$ cat src/rtl/irq_ack_pkg.sv
package irq_ack_pkg;
  typedef enum logic [2:0] {
    PH_IDLE = 3'd0,
    PH_TS1  = 3'd1,
    PH_TC1  = 3'd2,
    PH_GAP  = 3'd3,
    PH_TS2  = 3'd4,
    PH_TC2  = 3'd5
  } ack_phase_e;

  function automatic int unsigned cnt_width(input int unsigned n);
    return (n > 1) ? $clog2(n) : 1;
  endfunction
endpackage

$ cat src/rtl/irq_ack_gap_cnt.sv
module irq_ack_gap_cnt #(
  parameter int unsigned IDLE_GAP = 3
) (
  input  logic clk_i,
  input  logic rst_ni,
  input  logic run_i,
  output logic done_o
);
  localparam int unsigned CNT_W = irq_ack_pkg::cnt_width(IDLE_GAP);
  localparam logic [CNT_W-1:0] LAST = CNT_W'(IDLE_GAP - 1);

  logic [CNT_W-1:0] cnt_q;

  assign done_o = run_i && (cnt_q == LAST);

  always_ff @(posedge clk_i or negedge rst_ni) begin
    if (!rst_ni)      cnt_q <= '0;
    else if (!run_i)  cnt_q <= '0;
    else if (done_o)  cnt_q <= '0;
    else              cnt_q <= cnt_q + 1'b1;
  end

  assert_cnt_bound_R4: assert property (@(posedge clk_i) disable iff (!rst_ni)
    run_i |-> (cnt_q <= LAST));
endmodule

$ cat src/rtl/irq_ack_fsm.sv
module irq_ack_fsm
  import irq_ack_pkg::*;
(
  input  logic       clk_i,
  input  logic       rst_ni,
  input  logic       req_i,
  input  logic       rdy_i,
  input  logic       gap_done_i,
  output ack_phase_e phase_o,
  output logic       gap_run_o
);
  ack_phase_e phase_q, phase_d;

  always_comb begin
    phase_d = phase_q;
    unique case (phase_q)
      PH_IDLE: if (req_i)      phase_d = PH_TS1;
      PH_TS1:                  phase_d = PH_TC1;
      PH_TC1:  if (rdy_i)      phase_d = PH_GAP;
      PH_GAP:  if (gap_done_i) phase_d = PH_TS2;
      PH_TS2:                  phase_d = PH_TC2;
      PH_TC2:  if (rdy_i)      phase_d = PH_IDLE;
      default:                 phase_d = PH_IDLE;
    endcase
  end

  always_ff @(posedge clk_i or negedge rst_ni) begin
    if (!rst_ni) phase_q <= PH_IDLE;
    else         phase_q <= phase_d;
  end

  assign phase_o   = phase_q;
  assign gap_run_o = (phase_q == PH_GAP);

  // requests are only taken from idle
  assert_req_ignored_R9: assert property (@(posedge clk_i) disable iff (!rst_ni)
    (phase_q != PH_IDLE) |=> (phase_q != PH_TS1));
endmodule

$ cat src/rtl/irq_ack_decode.sv
module irq_ack_decode
  import irq_ack_pkg::*;
(
  input  ack_phase_e phase_i,
  input  logic       rdy_i,
  output logic       status_o,
  output logic       cmd_o,
  output logic       inta_no,
  output logic       lock_no,
  output logic       mce_o,
  output logic       vec_strobe_o
);
  always_comb begin
    status_o     = (phase_i == PH_TS1) || (phase_i == PH_TS2);
    cmd_o        = (phase_i == PH_TC1) || (phase_i == PH_TC2);
    inta_no      = !cmd_o;
    lock_no      = (phase_i == PH_IDLE);
    mce_o        = status_o || cmd_o;
    vec_strobe_o = (phase_i == PH_TC2) && rdy_i;
  end
endmodule

$ cat src/rtl/irq_ack_seq.sv
module irq_ack_seq
  import irq_ack_pkg::*;
#(
  parameter int unsigned IDLE_GAP = 3
) (
  input  logic clk_i,
  input  logic rst_ni,
  input  logic irq_req_i,
  input  logic rdy_i,
  output logic status_o,
  output logic cmd_o,
  output logic inta_no,
  output logic lock_no,
  output logic mce_o,
  output logic vec_strobe_o
);
  localparam int unsigned CHK_W = cnt_width(IDLE_GAP + 2);

  ack_phase_e phase;
  logic       gap_run, gap_done;

  irq_ack_gap_cnt #(.IDLE_GAP(IDLE_GAP)) u_gap (
    .clk_i  (clk_i),
    .rst_ni (rst_ni),
    .run_i  (gap_run),
    .done_o (gap_done)
  );

  irq_ack_fsm u_fsm (
    .clk_i      (clk_i),
    .rst_ni     (rst_ni),
    .req_i      (irq_req_i),
    .rdy_i      (rdy_i),
    .gap_done_i (gap_done),
    .phase_o    (phase),
    .gap_run_o  (gap_run)
  );

  irq_ack_decode u_dec (
    .phase_i      (phase),
    .rdy_i        (rdy_i),
    .status_o     (status_o),
    .cmd_o        (cmd_o),
    .inta_no      (inta_no),
    .lock_no      (lock_no),
    .mce_o        (mce_o),
    .vec_strobe_o (vec_strobe_o)
  );

  // checker: counts idle states seen since the first cycle completed
  logic [CHK_W-1:0] gap_seen_q;
  always_ff @(posedge clk_i or negedge rst_ni) begin
    if (!rst_ni)                       gap_seen_q <= '0;
    else if (phase == PH_TS1)          gap_seen_q <= '0;
    else if (!status_o && !cmd_o && !lock_no) gap_seen_q <= gap_seen_q + 1'b1;
  end

  assert_req_start_R2: assert property (@(posedge clk_i) disable iff (!rst_ni)
    (lock_no && irq_req_i) |=> (status_o && !lock_no && mce_o));
  assert_ts_to_tc_R3: assert property (@(posedge clk_i) disable iff (!rst_ni)
    status_o |=> (cmd_o && !inta_no));
  assert_tc_wait_R3: assert property (@(posedge clk_i) disable iff (!rst_ni)
    (cmd_o && !rdy_i) |=> cmd_o);
  assert_gap_len_R4: assert property (@(posedge clk_i) disable iff (!rst_ni)
    (phase == PH_TS2) |-> (gap_seen_q == CHK_W'(IDLE_GAP)));
  assert_strobe_second_R6: assert property (@(posedge clk_i) disable iff (!rst_ni)
    vec_strobe_o |-> (cmd_o && rdy_i && gap_seen_q == CHK_W'(IDLE_GAP)));
  assert_lock_release_R7: assert property (@(posedge clk_i) disable iff (!rst_ni)
    $rose(lock_no) |-> $past(vec_strobe_o));
  assert_mce_window_R8: assert property (@(posedge clk_i) disable iff (!rst_ni)
    mce_o |-> (!lock_no && (status_o || cmd_o)));
  assert_phase_excl_R11: assert property (@(posedge clk_i) disable iff (!rst_ni)
    !(status_o && cmd_o) && (inta_no || cmd_o));
endmodule

$ cat config.mk
export PLATFORM = sky130hd
export DESIGN_NAME = irq_ack_seq
export DESIGN_NICKNAME = d
export VERILOG_FILES = /design/src/rtl/irq_ack_pkg.sv /design/src/rtl/irq_ack_gap_cnt.sv /design/src/rtl/irq_ack_fsm.sv /design/src/rtl/irq_ack_decode.sv /design/src/rtl/irq_ack_seq.sv
export SDC_FILE = /design/constraint.sdc
export NUM_CORES = 1
export LEC_CHECK = 0
export BUFFER_PORTS_ARGS = -buffer_cell sky130_fd_sc_hd__buf_2
export CORE_AREA = 2 2 39 41
export DETAILED_ROUTE_END_ITERATION = 7
export DIE_AREA = 0 0 41 43
export GPL_TIMING_DRIVEN = 0
export PLACE_DENSITY = 0.41
export SYNTH_ARGS = -nofsm -noshare
export SYNTH_HDL_FRONTEND = slang
export SYNTH_SLANG_ARGS = --single-unit
$ cat constraint.sdc
create_clock -name clk_i -period 2 [get_ports clk_i]
set_input_delay 0.4 -clock clk_i [delete_from_list [all_inputs] [get_ports clk_i]]
set_output_delay 0.4 -clock clk_i [all_outputs]
set_load 0.005 [all_outputs]
==> results of run 1 <==
==> Yosys cell counts, drive strengths merged <==
master and count:
nand3b 1, o211ai 1, nor3b 1, inv 2, buf 3, nor4 1
a21oi 1, nor2 4, nor4b 1, dfrtp 5, nand2 3, nor3 2
and3b 1, nand3 1, xnor2 1, nand2b 1, o21ai 3
==> flip-flops by register name, summed over array words and instances (netlist names) <==
name / cells
u_fsm.phase_o: 3
u_gap.cnt_q: 2
==> layout make-up <==
class / instances / area share (%)
sequential: 5 / 32.9
multi-input combinational: 22 / 33.2
tap: 16 / 5.26
buffer: 3 / 5.26
inverter: 2 / 1.97
clock buffer: 4 / 6.91
timing repair buffer: 10 / 14.5
==> per-layer routing <==
| metal | GRT usage (%) | up-vias | share of wire (%) |
|---|---|---|---|
| met5 | 0 | - | 0 |
| met4 | 6.00 | 0 | 0 |
| met3 | 6.28 | 0 | 6.4 |
| met2 | 10.3 | 7 | 47 |
| met1 | 8.14 | 115 | 46 |
| li1 | - | 136 | - |
==> worst max-delay path, stage by stage (launching register included) <==
cell and delay (ns):
sky130_fd_sc_hd__dfrtp_1 0.34, sky130_fd_sc_hd__buf_2 0.17, sky130_fd_sc_hd__and3b_1 0.20, sky130_fd_sc_hd__a21oi_2 0.14
sky130_fd_sc_hd__o21ai_1 0.08, sky130_fd_sc_hd__buf_2 0.12
==> power by group <==
| group | switching, mW | total (mW) | internal [mW] |
|---|---|---|---|
| clock network | 0.0418 | 0.117 | 0.0755 |
| registers | 0.0159 | 0.158 | 0.143 |
| logic | 0.144 | 0.271 | 0.127 |
==> what timing repair did <==
| item | CTS | global route |
|---|---|---|
| gates resized for setup | 0 | 0 |
| hold buffers | 1 | 0 |
| endpoints found under the hold margin | 5 | 0 |
==> how the worst min path moves through the flow <==
stage	startpoint	end	slack (ns)
6_report	irq_req_i	u_fsm.phase_o[0]	0.40
5_1_grt	irq_req_i	u_fsm.phase_o[0]	0.43
4_1_cts	irq_req_i	u_fsm.phase_o[0]	0.41
3_5_place_dp	rst_ni	u_gap.cnt_q[0]	0.22
3_3_place_gp	rst_ni	u_gap.cnt_q[0]	0.22
2_1_floorplan	rst_ni	u_fsm.phase_o[0]	0.10
==> cell families (layout without fill, tap and decap cells) <==
family                    count (synthesis)  in the layout
and+or+nand+nor                          16             16
buffers and inverters                     5             19
DFF                                       5              5
AOI/OAI and AO/OA                         5              5
xor gates and xnor gates                  1              1
==> through the flow <==
step | total power [mW] | area, um2
5_1_grt | 0.604 | 380
3_3_place_gp | 0.437 | 344
2_1_floorplan | 0.352 | 279
6_report | 0.547 | 380
4_1_cts | 0.558 | 380
3_5_place_dp | 0.436 | 344
==> results.py, run 1 <==
metrics = {
    "min_path": {
        "hold_path.class": "in -> reg",
        "min_path_cells": 3,
    },
    "global_routing": {
        "first_global_vias": 213,
        "groute.usage.overall_pct": 7.96,
        "grt_antenna_before_repair": 0,
        "global_route_congestion_overflow_total": 0,
        "grt_start_max_net_pins": 11,
        "grt_pass1_wl_um": 855,
    },
    "clocking": {
        "cts.htree.levels": 1,
        "number_of_buffers_on_the_longest_clock_path": 2,
        "tritoncts_num_sinks": 5,
        "worst_setup_hold_path_clk_slew_ns": 0.04,
        "post_cts_buffers": 0,
        "clockRootBuffer": "sky130_fd_sc_hd__clkbuf_4",
        "tritoncts": "built",
        "cts-buffers-inserted": 3,
        "clk_latency_ns": 0.24,
    },
    "logic_synthesis": {
        "muxShareOfSynthArea_pct": 0,
        "syn-mean-instance-area_um2": 8.72,
        "ys_ff_latch": 5,
        "synthCells": 32,
        "netlist_area_pre_place_um2": 279,
        "compound_gate_fraction_of_synth_area_pct": 11.2,
        "synthTopCellsByArea": "sky130_fd_sc_hd__dfrtp_1, sky130_fd_sc_hd__buf_4, sky130_fd_sc_hd__nor2_1, sky130_fd_sc_hd__nand2_1, sky130_fd_sc_hd__nor3_1",
        "synth_fa_ha_area_share_pct": 0,
        "yosys.area_share.xor_xnor_pct": 3.14,
        "synth_warnings": 0,
        "largest_family_of_logic_cells_by_synthesized_area": "simple AND/OR/NAND/NOR gates",
        "number_of_distinct_library_cell_variants_in_the_gate_level_netlist_after_synthesis": 19,
        "seq_area_frac_synth_pct": 44.8,
        "post_synth_and_or_nand_nor_area_fraction_pct": 30.9,
        "syn-num-nets": 36,
        "netlist.area_leader.share_pct": 44.8,
        "synthDominantAreaCellType": "sky130_fd_sc_hd__dfrtp_1",
    },
    "drt": {
        "drt_pre_antenna_iters": 1,
        "drt_wl_total_um": 581,
        "vias_after_detailed_routing": 258,
        "ant_nets": 0,
        "avgViaCountPerCell": 4.16,
        "drt_first_iter_violations": 0,
        "remaining_drc_errors": 0,
        "routed_wire_length_per_instance_um": 9.37,
    },
    "sta": {
        "final_period_minus_worst_setup_slack_ns": 1.70,
        "setup_viol_count_final": 0,
        "slew_limit_fails": 0,
        "timing.fmax_mhz": 587,
        "timing_worst_slew_pin_value_ns": 0.240,
        "timing.clock.skew_ns": 0.00458,
        "grt_setup_unrepaired": "no",
        "slew-limit-headroom_pct": 83.8,
        "final_min_period_over_clock_period_pct": 85.2,
        "fin_hold_ws_ns": 0.403,
        "least_setup_slack_across_all_paths_after_layout_ns": 0.296,
        "finalHoldViolCount": 0,
        "fin_setup_tns_ns": 0,
    },
    "status": {
        "run_status": "completed",
    },
    "worst_setup_path": {
        "endpoint": "mce_o",
        "cp.required_ns": 1.60,
        "worst_r2r_endpoint": "u_fsm.phase_o[0]",
        "timing.critical_path.fanout_max": 10,
        "worstRegToRegCells": 4,
        "worstSetupEndpointType": "primary output",
        "arrival_ns": 1.30,
        "setup_crit_start": "u_fsm.phase_o[2]",
        "critical_setup_path_class": "reg -> out",
        "nature_of_the_critical_path_startpoint": "flip-flop",
        "worst_r2r_startpoint": "u_fsm.phase_o[0]",
        "reg2reg_setup_slack_ns": 1.03,
    },
    "cells_and_area": {
        "nFillCells": 151,
        "nNetsFinal": 51,
        "insertedDiodeCount": 0,
        "sequential_cell_area_um2": 125,
        "final_cell_mix": "sky130_fd_sc_hd__buf_2, sky130_fd_sc_hd__dfrtp_1, sky130_fd_sc_hd__nor2_1, sky130_fd_sc_hd__nand2_1, sky130_fd_sc_hd__clkbuf_4",
        "stdcell_count": 62,
        "multi_input_area_um2": 126,
        "post_route_cells_drive_above_1_share_pct": 34.8,
        "final_core_utilization_pct": 27.5,
        "layout.cells.most_common": "sky130_fd_sc_hd__buf_2",
        "area.growth.synth_to_final_pct": 36.3,
    },
    "floorplan": {
        "initial_utilization_pct": 20.2,
        "io_pins": 10,
        "die_h_um": 43,
        "die-area_um2": 1760,
        "dieWidth_um": 41,
        "area_of_the_core_um2": 1380,
        "row_count": 14,
    },
    "place": {
        "place_worst_setup_slack_ns": 0.542,
        "portBuffers": 9,
        "placed_cells": 57,
        "place_hpwl_um": 420,
        "globalplace.congestion": 0.679,
    },
    "power": {
        "max-vdd-ir-drop_mv": 0.612,
        "total_leakage_power_nw": 0.198,
        "power-per-cell-area_nw_per_um2": 1440,
    },
    "run": {
        "maxCapViolCount": 0,
    },
}
(Power assumes the default switching activity.)
==> run 2: changes to the inputs <==
--- a/config.mk
+++ b/config.mk
@@ -6,11 +6,12 @@
 export NUM_CORES = 1
 export LEC_CHECK = 0
 export BUFFER_PORTS_ARGS = -buffer_cell sky130_fd_sc_hd__buf_2
+export CAP_MARGIN = 20
 export CORE_AREA = 2 2 39 41
 export DETAILED_ROUTE_END_ITERATION = 7
 export DIE_AREA = 0 0 41 43
 export GPL_TIMING_DRIVEN = 0
-export PLACE_DENSITY = 0.41
+export PLACE_DENSITY = 0.43
 export SYNTH_ARGS = -nofsm -noshare
 export SYNTH_HDL_FRONTEND = slang
 export SYNTH_SLANG_ARGS = --single-unit
==> constraint.sdc (replaced) <==
create_clock -name clk_i -period 1.5 [get_ports clk_i]
set_input_delay 0.3 -clock clk_i [delete_from_list [all_inputs] [get_ports clk_i]]
set_output_delay 0.3 -clock clk_i [all_outputs]
set_load 0.005 [all_outputs]
==> run 2 against run 1 <==
Effect of this change: clock power increased by 31%; via count grew 9.7%; register-to-register slack worse by 0.69 ns; critical endpoint unchanged.
==> results.py, run 2 (synthesis gave the netlist of run 1 again) <==
metrics = {
    "worst_setup_path": {
        "worst_r2r_startpoint": "u_fsm.phase_o[0]",
        "worstSetupEndpointType": "primary output",
        "setup_crit_start": "u_fsm.phase_o[0]",
        "arrival_ns": 1.19,
        "worst_r2r_endpoint": "u_fsm.phase_o[0]",
        "nature_of_the_critical_path_startpoint": "flip-flop",
        "cp.required_ns": 1.20,
        "worstRegToRegCells": 5,
        "critical_setup_path_class": "reg -> out",
        "timing.critical_path.fanout_max": 6,
        "reg2reg_setup_slack_ns": 0.34,
    },
    "drt": {
        "ant_nets": 0,
        "vias_after_detailed_routing": 283,
        "drt_wl_total_um": 622,
        "avgViaCountPerCell": 4.22,
        "remaining_drc_errors": 0,
        "drt_pre_antenna_iters": 1,
        "routed_wire_length_per_instance_um": 9.28,
        "drt_first_iter_violations": 0,
    },
    "sta": {
        "slew-limit-headroom_pct": 83.4,
        "least_setup_slack_across_all_paths_after_layout_ns": 0.00781,
        "finalHoldViolCount": 0,
        "timing.fmax_mhz": 670,
        "slew_limit_fails": 0,
        "setup_viol_count_final": 0,
        "final_min_period_over_clock_period_pct": 99.5,
        "timing.clock.skew_ns": 0.00639,
        "timing_worst_slew_pin_value_ns": 0.246,
        "grt_setup_unrepaired": "yes",
        "final_period_minus_worst_setup_slack_ns": 1.49,
    },
    "floorplan": {
        "dieWidth_um": 41,
        "io_pins": 10,
        "area_of_the_core_um2": 1380,
        "row_count": 14,
        "initial_utilization_pct": 20.2,
        "die_h_um": 43,
        "die-area_um2": 1760,
    },
    "min_path": {
        "hold_start": "irq_req_i",
        "min_path_cells": 3,
        "holdPathEnd": "u_fsm.phase_o[0]",
        "hold_path.class": "in -> reg",
    },
    "global_routing": {
        "first_global_vias": 245,
        "groute.usage.overall_pct": 8.37,
        "grt_pass1_wl_um": 945,
        "grt_start_max_net_pins": 7,
        "global_route_congestion_overflow_total": 0,
        "grt_antenna_before_repair": 0,
    },
    "power": {
        "total_power_uw": 816,
        "power-per-cell-area_nw_per_um2": 1890,
        "total_leakage_power_nw": 0.221,
        "max-vdd-ir-drop_mv": 0.836,
    },
    "cells_and_area": {
        "insertedDiodeCount": 0,
        "finalInstanceArea_um2": 432,
        "area.growth.synth_to_final_pct": 54.7,
        "nNetsFinal": 56,
        "post_route_cells_drive_above_1_share_pct": 47.1,
        "largest_register_ffs": 3,
        "final_cell_mix": "sky130_fd_sc_hd__buf_2, sky130_fd_sc_hd__buf_4, sky130_fd_sc_hd__nor2_1",
        "layout.cells.most_common": "sky130_fd_sc_hd__buf_2",
    },
    "status": {
        "run_status": "completed",
    },
    "clocking": {
        "tritoncts": "built",
        "cts-buffers-inserted": 3,
        "clockRootBuffer": "sky130_fd_sc_hd__clkbuf_4",
        "cts.htree.levels": 1,
        "tritoncts_num_sinks": 5,
        "worst_setup_hold_path_clk_slew_ns": 0.05,
        "clk_latency_ns": 0.24,
        "number_of_buffers_on_the_longest_clock_path": 2,
    },
    "place": {
        "placement.cell_area_um2": 344,
        "place_hpwl_um": 405,
        "globalplace.congestion": 0.648,
        "portBuffers": 9,
        "place_worst_setup_slack_ns": 0.159,
    },
    "run": {
        "maxCapViolCount": 0,
    },
}
[run 2: cell types whose count changed in the layout (fill, tap and decap cells not counted)]
cell,previous run,this run
sky130_fd_sc_hd__nor3b_1,1,0
sky130_fd_sc_hd__dfrtp_1,5,3
sky130_fd_sc_hd__buf_6,0,1
sky130_fd_sc_hd__buf_2,10,9
sky130_fd_sc_hd__nor3b_2,0,1
sky130_fd_sc_hd__dfrtp_2,0,2
sky130_fd_sc_hd__buf_4,2,7
[run 2: critical path, stage by stage (launching register included)]
cell and delay [ns]:
sky130_fd_sc_hd__dfrtp_2 0.43, sky130_fd_sc_hd__and3b_1 0.19, sky130_fd_sc_hd__a21oi_2 0.13, sky130_fd_sc_hd__o21ai_1 0.08, sky130_fd_sc_hd__buf_2 0.12
[run 2: worst max path at each step]
| stage | to | slack (ns) | depth (start not counted) |
|---|---|---|---|
| after floorplan | mce_o | 0.29 | 4 |
| after global placement | mce_o | 0.15 | 5 |
| after detailed placement | mce_o | 0.16 | 5 |
| after CTS | mce_o | -0.004 | 4 |
| after global routing | mce_o | -0.06 | 4 |
| final | mce_o | 0.008 | 4 |
[run 2: per-stage QoR]
stage	util [%]	setup TNS, ns	hold slack, ns	cells
2_1_floorplan	-	0	0.00441	32
3_3_place_gp	24.9	0	0.120	57
3_5_place_dp	24.9	0	0.121	57
4_1_cts	30.8	-0.00401	0.304	67
5_1_grt	31.2	-0.116	0.298	67
6_report	31.2	0	0.313	67
[run 2: where the power goes]
group / switching [mW] / internal [mW] / leakage [nW]
Clock: 0.0528 / 0.100 / 0.0150
Sequential: 0.0513 / 0.195 / 0.0580
Combinational: 0.182 / 0.235 / 0.148
Total: 0.286 / 0.530 / 0.221
[run 2: cell type report]
| cell class | instances | area (um2) |
|---|---|---|
| fillers | 158 | 952 |
| clock buffers | 4 | 26.3 |
| well taps | 16 | 20.0 |
| plain buffers | 1 | 11.3 |
| multi-input cells | 22 | 131 |
| flip-flops and latches | 5 | 128 |
| inverters | 2 | 7.51 |
| repair buffers | 17 | 108 |
[run 2: timing repair]
item	in CTS	in global routing
hold buffers	1	0
pin swaps	1	1
hold endpoints to repair	5	0
gates cloned	0	0
endpoints found under the setup margin	3	4
gates resized for setup	3	1
setup buffers	7	0
[run 2: per-layer routing]
layer	track usage (%)	share of wire, %	vias to the layer above
li1	-	-	146
met1	8.14	41	132
met2	13.1	53	5
met3	6.81	6.1	0
met4	2.00	0	0
met5	0	0	-
==> run 3: changes to the inputs <==
--- a/config.mk
+++ b/config.mk
@@ -12,6 +12,7 @@
 export DIE_AREA = 0 0 41 43
 export GPL_TIMING_DRIVEN = 0
 export PLACE_DENSITY = 0.43
+export REMOVE_ABC_BUFFERS = 1
 export SYNTH_ARGS = -nofsm -noshare
 export SYNTH_HDL_FRONTEND = slang
 export SYNTH_SLANG_ARGS = --single-unit
==> run 3 against run 2 <==
Effect of this change: register-to-register slack worse by 0.02 ns; final cell count down 1.5%; final area fell by 3.5%; critical path depth unchanged; non-clock buffer count down 1; critical path type unchanged; critical endpoint unchanged.
==> results.py, run 3 (synthesis gave the netlist of run 1 again) <==
metrics = {
    "status": {
        "run_status": "completed",
    },
    "clocking": {
        "cts.htree.levels": 1,
        "tritoncts_num_sinks": 5,
        "cts-buffers-inserted": 3,
        "tritoncts": "built",
        "number_of_buffers_on_the_longest_clock_path": 2,
        "clockRootBuffer": "sky130_fd_sc_hd__clkbuf_4",
        "worst_setup_hold_path_clk_slew_ns": 0.04,
        "clk_latency_ns": 0.24,
    },
    "global_routing": {
        "grt_start_max_net_pins": 9,
        "first_global_vias": 251,
        "grt_pass1_wl_um": 1030,
        "groute.usage.overall_pct": 9.31,
        "grt_antenna_before_repair": 0,
        "global_route_congestion_overflow_total": 0,
    },
    "worst_setup_path": {
        "path_cells": "and3b_1 > a21oi_2 > o21ai_1 > buf_2",
        "arrival_ns": 1.19,
        "worst_r2r_startpoint": "u_fsm.phase_o[0]",
        "worstRegToRegCells": 5,
        "cp.required_ns": 1.20,
        "setup_crit_start": "u_fsm.phase_o[2]",
        "critPathSlowestCell": "sky130_fd_sc_hd__dfrtp_2",
        "worstSetupEndpointType": "primary output",
        "cp.depth": 4,
        "critical_setup_path_class": "reg -> out",
        "cp_num_buf_inv": 1,
        "crit_family": "flip-flops",
        "worst_path_largest_cell_delay_ns": 0.43,
        "nature_of_the_critical_path_startpoint": "flip-flop",
        "timing.critical_path.fanout_max": 5,
    },
    "cells_and_area": {
        "final_cell_mix": "sky130_fd_sc_hd__buf_2, sky130_fd_sc_hd__buf_4, sky130_fd_sc_hd__nor2_1",
        "largest_register_ffs": 3,
        "insertedDiodeCount": 0,
        "area.growth.synth_to_final_pct": 49.3,
        "nNetsFinal": 55,
        "post_route_cells_drive_above_1_share_pct": 46.0,
        "layout.cells.most_common": "sky130_fd_sc_hd__buf_2",
        "final_core_utilization_pct": 30.1,
    },
    "sta": {
        "grt_setup_unrepaired": "yes",
        "slew-limit-headroom_pct": 83.5,
        "timing_worst_slew_pin_value_ns": 0.245,
        "slew_limit_fails": 0,
        "fin_hold_ws_ns": 0.326,
        "final_min_period_over_clock_period_pct": 99.2,
        "timing.fmax_mhz": 672,
        "setup_viol_count_final": 0,
        "final_period_minus_worst_setup_slack_ns": 1.49,
        "finalHoldViolCount": 0,
        "timing.clock.skew_ns": 0.00243,
    },
    "drt": {
        "routed_wire_length_per_instance_um": 10.0,
        "drt_first_iter_violations": 2,
        "drt_pre_antenna_iters": 2,
        "remaining_drc_errors": 0,
        "drt_wl_total_um": 660,
        "vias_after_detailed_routing": 282,
        "ant_nets": 0,
        "avgViaCountPerCell": 4.27,
    },
    "power": {
        "total_leakage_power_nw": 0.214,
        "max-vdd-ir-drop_mv": 0.689,
        "power-per-cell-area_nw_per_um2": 1940,
    },
    "floorplan": {
        "die-area_um2": 1760,
        "area_of_the_core_um2": 1380,
        "die_h_um": 43,
        "row_count": 14,
        "initial_utilization_pct": 20.2,
        "io_pins": 10,
        "dieWidth_um": 41,
    },
    "place": {
        "portBuffers": 9,
        "globalplace.congestion": 0.667,
        "place_hpwl_um": 416,
    },
    "run": {
        "maxCapViolCount": 0,
    },
    "min_path": {
        "hold_path.class": "in -> reg",
        "min_path_cells": 3,
        "hold_start": "irq_req_i",
    },
}
==> run 3: per-layer routing <==
metal  track usage (%)  wire length [um]  vias up
met3              7.85                45        0
met2              13.4               329        6
met4              2.00                 0        0
met5                 0                 0        -
li1                  -                 -      145
met1              10.2               285      131
==> run 3: cell type report <==
class	instances	area, um2
repair buffers	17	108
flip-flops and latches	5	129
fillers	157	967
well taps	16	20.0
multi-input cells	22	126
clock buffers	4	26.3
inverters	2	7.51
==> run 3: power breakdown <==
part           internal, mW  total (mW)  switching (mW)
registers             0.197       0.245          0.0487
logic                 0.221       0.413           0.191
clock network         0.100       0.152          0.0518
total                 0.518       0.810           0.292
==> run 3: path summary, 6_finish.rpt <==
path                            slack, ns               end
worst max-delay path                 0.01             mce_o
min in group asynchronous            0.40  u_fsm.phase_o[0]
worst min register to register       0.45    u_gap.cnt_q[0]
max in group asynchronous            0.97  u_fsm.phase_o[1]
worst max register to register       0.32  u_fsm.phase_o[0]
worst min-delay path                 0.33  u_fsm.phase_o[0]
==> run 3: tightest hold or removal path, delay by kind of cell <==
kind / cells / cell delay, ns
buffers and inverters: 1 / 0.08
and+or+nand+nor: 1 / 0.04
AOI/OAI and AO/OA: 1 / 0.10
==> run 3: metrics by stage <==
step                 TNS (ns)  area [um2]  setup WS [ns]  std cells  power, mW
finish                      0         417         0.0126         66      0.810
floorplan                   0         259          0.297         29      0.434
global route           -0.172         417        -0.0924         66      0.892
global placement            0         324          0.121         54      0.546
CTS                 -0.000966         417      -0.000966         66      0.817
detailed placement          0         324          0.126         54      0.546
==> run 3: timing repair <==
action / in CTS / in global routing
hold buffers: 1 / 0
setup buffers: 7 / 0
endpoints found under the hold margin: 5 / 0
endpoints found under the setup margin: 3 / 4
resized for setup: 3 / 0
pin swaps: 1 / 0
